<file path="src/rtl/fir_pkg.sv">
package fir_pkg;

  localparam int unsigned TAPS      = 32;
  localparam int unsigned SAMPLE_W  = 16;
  localparam int unsigned COEF_W    = 16;
  localparam int unsigned COEF_STEP = 192;

  // Symmetric triangular coefficient set, computed rather than tabulated.
  function automatic logic signed [COEF_W-1:0] tap_coef(input int unsigned k,
                                                         input int unsigned n,
                                                         input int unsigned step);
    int unsigned m;
    m = (k < n / 2) ? (k + 1) : (n - k);
    return COEF_W'(m * step);
  endfunction

endpackage

</file>
<file path="src/rtl/fir_rst_sync.sv">
module fir_rst_sync (
  input  logic clk,
  input  logic rst_n,
  output logic rst_sync_n
);

  logic [1:0] sync_q;

  always_ff @(posedge clk or negedge rst_n) begin
    if (!rst_n) begin
      sync_q <= 2'b00;
    end else begin
      sync_q <= {sync_q[0], 1'b1};
    end
  end

  assign rst_sync_n = sync_q[1];

endmodule

</file>
<file path="src/rtl/fir_tap.sv">
module fir_tap #(
  parameter int unsigned DW = 16,
  parameter int unsigned CW = 16,
  parameter int unsigned AW = DW + CW,
  parameter logic signed [CW-1:0] COEF = '0
) (
  input  logic                 clk,
  input  logic                 rst_n,
  input  logic                 en,
  input  logic signed [DW-1:0] x,
  input  logic signed [AW-1:0] sum_in,
  output logic signed [AW-1:0] sum_out
);

  logic signed [AW-1:0] prod;
  logic signed [AW-1:0] sum_nxt;
  logic signed [AW-1:0] sum_q;

  // One multiply and one add per stage.
  always_comb begin
    prod    = x * COEF;
    sum_nxt = sum_in + prod;
  end

  always_ff @(posedge clk or negedge rst_n) begin
    if (!rst_n) begin
      sum_q <= '0;
    end else if (en) begin
      sum_q <= sum_nxt;
    end
  end

  assign sum_out = sum_q;

endmodule

</file>
<file path="src/rtl/fir_quant.sv">
module fir_quant #(
  parameter int unsigned AW   = 32,
  parameter int unsigned DW   = 16,
  parameter int unsigned FRAC = 15
) (
  input  logic signed [AW-1:0] acc,
  output logic signed [DW-1:0] q
);

  localparam int unsigned HI_W = AW - FRAC - DW + 1;
  localparam logic signed [DW-1:0] Q_MAX = {1'b0, {(DW-1){1'b1}}};
  localparam logic signed [DW-1:0] Q_MIN = {1'b1, {(DW-1){1'b0}}};

  logic [HI_W-1:0] hi;
  logic            ovf;

  always_comb begin
    hi  = acc[AW-1 -: HI_W];
    ovf = !((&hi) || (~|hi));
    if (ovf) begin
      q = acc[AW-1] ? Q_MIN : Q_MAX;
    end else begin
      q = acc[FRAC +: DW];
    end
  end

endmodule

</file>
<file path="src/rtl/fir_transposed.sv">
module fir_transposed #(
  parameter int unsigned NTAPS = fir_pkg::TAPS,
  parameter int unsigned DW    = fir_pkg::SAMPLE_W,
  parameter int unsigned CW    = fir_pkg::COEF_W,
  parameter int unsigned STEP  = fir_pkg::COEF_STEP
) (
  input  logic          clk,
  input  logic          rst_n,
  input  logic          in_valid,
  input  logic [DW-1:0] in_data,
  output logic          out_valid,
  output logic [DW-1:0] out_data
);

  localparam int unsigned AW   = DW + CW;
  localparam int unsigned FRAC = CW - 1;
  localparam logic signed [CW-1:0] H0 = fir_pkg::tap_coef(0, NTAPS, STEP);

  logic                 rst_sync_n;
  logic signed [DW-1:0] x;
  logic signed [AW-1:0] part [1:NTAPS];
  logic signed [AW-1:0] head_prod;
  logic signed [AW-1:0] head_sum;
  logic signed [DW-1:0] q;
  logic                 valid_nxt;
  logic [DW-1:0]        data_nxt;
  logic                 valid_q;
  logic [DW-1:0]        data_q;

  fir_rst_sync u_rst (
    .clk        (clk),
    .rst_n      (rst_n),
    .rst_sync_n (rst_sync_n)
  );

  assign x           = in_data;
  assign part[NTAPS] = '0;

  // Tap k is fed by tap k+1; the far end carries h(NTAPS-1).
  for (genvar k = 1; k < NTAPS; k++) begin : g_tap
    fir_tap #(
      .DW   (DW),
      .CW   (CW),
      .AW   (AW),
      .COEF (fir_pkg::tap_coef(k, NTAPS, STEP))
    ) u_tap (
      .clk     (clk),
      .rst_n   (rst_sync_n),
      .en      (in_valid),
      .x       (x),
      .sum_in  (part[k+1]),
      .sum_out (part[k])
    );
  end

  always_comb begin
    head_prod = x * H0;
    head_sum  = part[1] + head_prod;
  end

  fir_quant #(
    .AW   (AW),
    .DW   (DW),
    .FRAC (FRAC)
  ) u_quant (
    .acc (head_sum),
    .q   (q)
  );

  always_comb begin
    valid_nxt = in_valid;
    data_nxt  = in_valid ? q : data_q;
  end

  always_ff @(posedge clk or negedge rst_sync_n) begin
    if (!rst_sync_n) begin
      valid_q <= 1'b0;
      data_q  <= '0;
    end else begin
      valid_q <= valid_nxt;
      data_q  <= data_nxt;
    end
  end

  assign out_valid = valid_q;
  assign out_data  = data_q;

endmodule

</file>
<file path="config.mk">
export PLATFORM = sky130hd
export DESIGN_NAME = fir_transposed
export DESIGN_NICKNAME = d
export VERILOG_FILES = /design/src/rtl/fir_pkg.sv /design/src/rtl/fir_rst_sync.sv /design/src/rtl/fir_tap.sv /design/src/rtl/fir_quant.sv /design/src/rtl/fir_transposed.sv
export SDC_FILE = /design/constraint.sdc
export NUM_CORES = 2
export LEC_CHECK = 0
export CAP_MARGIN = 30
export CORE_ASPECT_RATIO = 1.75
export CORE_UTILIZATION = 50
export CTS_BUF_LIST = sky130_fd_sc_hd__clkbuf_4
export CTS_CLUSTER_SIZE = 20
export DETAILED_ROUTE_END_ITERATION = 10
export DONT_BUFFER_PORTS = 1
export GPL_TIMING_DRIVEN = 0
export PLACE_DENSITY = 0.79
export SLEW_MARGIN = 0
export SYNTH_ARGS = -nofsm -noshare
export SYNTH_HDL_FRONTEND = slang
export SYNTH_SLANG_ARGS = --single-unit
</file>
<file path="constraint.sdc">
create_clock -name clk -period 24.7 [get_ports clk]
set_input_delay 4.94 -clock clk [delete_from_list [all_inputs] [get_ports clk]]
set_output_delay 4.94 -clock clk [all_outputs]
set_load 0.03 [all_outputs]
</file>
==> flow_summary.ini <==
[final_layout]
drive_above_1_share_pct = 14.2
regArea_um2 = 20300
post-route-cell-area_um2 = 80500
area_delta_synth_final_pct = 9.93
fillers = 12800
mostFrequentLayoutCells = 980 x ha_1, 812 x dfrtp_1, 606 x a21oi_1
multi_input_area_um2 = 50500
layout_commonest_cell = ha_1
layout.nets = 9234

[route]
drtIter0Drc = 4491
routed_wl_um = 287000
ant_nets = 0
drt_first_pass_iters = 7
viasPerCell = 6.45
drc_errors = 0
vias = 65300
wl_per_cell_um = 28.3

[critical_path]
critPathSlowestCell = o31ai_1
arrival_ns = 12.32
r2r_setup_slack_ns = 20.05
cp_cell_sequence = ha_1 -> ha_1 -> fa_1 -> inv_1 -> fa_1 -> inv_1 -> ha_1 -> a21oi_1 -> nor2_1 -> a211oi_2 -> o211ai_1 -> a311oi_1 -> nor2_1 -> a21oi_1 -> ha_1 -> nand4_1 -> nor2_1 -> o31ai_1 -> a31oi_1 -> o2111ai_1 -> nand4b_1 -> o31ai_1 -> xor2_1 -> a21oi_1
crit_family = compound AO/OA/AOI/OAI gates
end_kind = register
critPathMostFrequentCell = ha_1
slowest_delay_ns = 0.71
critical_path_buf_inv_count = 2
criticalPathCategory = primary input to register
cp.required_ns = 25.89
worstPathMaxFanout = 14
critPathLaunchType = primary input

[logic_synthesis]
synth_nets = 8883
synth_area_leader_cell = dfrtp_1
mappedNetlistArea_um2 = 73200
yosys_most_used_dff = dfrtp_1
ys_warn_count = 0
syn_avg_cell_area_um2 = 9.46
synth_top_area_share_pct = 27.8
syn_inst = 7739
yosys-top-cells-area = dfrtp_1 28%, ha_1 17%, mux2_2 8.7%, xnor2_1 6.7%, a21oi_1 4.2%
synth_edf_count = 0
seq_area_frac_synth_pct = 27.8
ys_ff_latch = 813
yosysUniqueCellTypes = 106
async_reset_ff_share_pct = 100

[place]
port_buffers = 0
hpwl_um = 224000
place_area_um2 = 77700
gp_congestion = 1.04

[grt]
grt_overflow = 0
antenna_found_initial = 26
grt_pass1_wl_um = 416000
grt_start_max_net_pins = 68
grt_usage_pct = 38.7
first_global_vias = 68300

[clocking]
clkSinkCount = 813
cts_hold_buffers = 0
clk_latency_ns = 1.35
cts_root_buffer = clkbuf_4
cts.repair.resized = 0
clock_path_buffers = 3
cts_made_buffers = 196
post_cts_buffers = 0
htreeDepth = 4
cts_tree = built
clkSlewWorstSetupHoldPaths_ns = 0.09

[sta]
setup_viol = 0
hold_viol_final = 0
tightest_slew_ns = 1.27
timing.final.crit_share_pct = 45.1
rsz0062_at_grt = no
final_max_slew_viol_count = 0
relSlewSlack_pct = 15.0
finalClockSkew_ns = 0.119
period_needed_ns = 11.13
fmax_ghz = 0.0898

[worst_hold_path]
hp-class = register to asynchronous set/reset pin

[floorplanning]
pin_count = 36
start_util_pct = 50.4
dieArea_um2 = 148000
core_area_um2 = 145000
dieHeight_um = 508
die_x_um = 291
row_count = 185

[outcome]
status = completed

[flow_run]
max_cap_violations = 0
==> sequential cells by signal, summed over array words and instances (netlist names) <==
name	cells
g_tap.u_tap.sum_out	794
u_rst.sync_q	2
out_data	16
out_valid	1
==> Yosys cell counts (all sizes together), types with 19 or more instances <==
cell type  count
a211o         30
a211oi        94
a21boi        26
a21o         314
a21oi        609
a311oi        19
a31o          24
a31oi         90
and2          33
and3          80
buf           24
clkbuf       127
dfrtp        813
fa           144
ha           981
inv          510
mux2         563
nand2        379
nand2b        75
nand3        134
nand3b        27
nand4         53
nor2         507
nor2b         88
nor3         161
nor4          19
o211ai        43
o21a         102
o21ai        405
o21bai       100
o31ai         66
or2           28
or3           64
xnor2        561
xor2         174
==> stage by stage <==
step | hold slack, ns | setup slack, ns | TNS, ns | utilization (%) | cells
3_5_place_dp | 0.343 | 12.27 | 0 | 53.5 | 9740
6_report | 0.266 | 13.57 | 0 | 55.4 | 10100
5_1_grt | 0.323 | 13.32 | 0 | 55.4 | 10100
2_1_floorplan | 0.331 | 0.360 | 0 | - | 7739
4_1_cts | 0.316 | 13.62 | 0 | 55.2 | 10100
3_3_place_gp | 0.338 | -10.43 | -8255.26 | 52.0 | 9609
==> per-layer routing <==
metal / up-vias / GRT usage, % / wire length, um
li1: 28900 / - / -
met1: 31400 / 33.5 / 85000
met2: 3235 / 65.7 / 136000
met3: 1703 / 11.2 / 23500
met4: 14 / 47.8 / 41900
met5: - / 0 / 132
==> cell type report <==
cell class	instances	area share [%]
Tap cell	1870	2.91
Multi-Input combinational cell	6264	62.8
Timing Repair Buffer	153	2.76
Inverter	511	2.38
Clock inverter	63	0.425
Antenna cell	28	0.0871
Clock buffer	279	2.60
Sequential cell	813	25.3
Buffer	151	0.751
==> cells by family after synthesis <==
group | Yosys count | synth area share, %
other cells | 1 | 0.00512
buf+inv | 662 | 3.42
mux | 573 | 8.80
compound gates | 2121 | 18.9
flops | 813 | 27.8
simple gates | 1699 | 11.2
fa+ha+maj | 1126 | 20.7
xor+xnor | 744 | 9.12
==> final timing paths <==
kind	end	cells past startpoint	start
setup / recovery	g_tap[12].u_tap.sum_out[30]	24	in_data[8]
hold / removal	g_tap[3].u_tap.sum_out[11]	0	u_rst.sync_q[1]
setup reg to reg	g_tap[4].u_tap.sum_out[30]	12	g_tap[5].u_tap.sum_out[6]
hold reg to reg	g_tap[3].u_tap.sum_out[11]	0	u_rst.sync_q[1]
max in group asynchronous	u_rst.sync_q[1]	0	rst_n
min in group clk	u_rst.sync_q[1]	0	u_rst.sync_q[0]
Power is left out: the tool's default activity adds up to more than one toggle a clock period on the data nets, which glitch-free logic cannot reach.
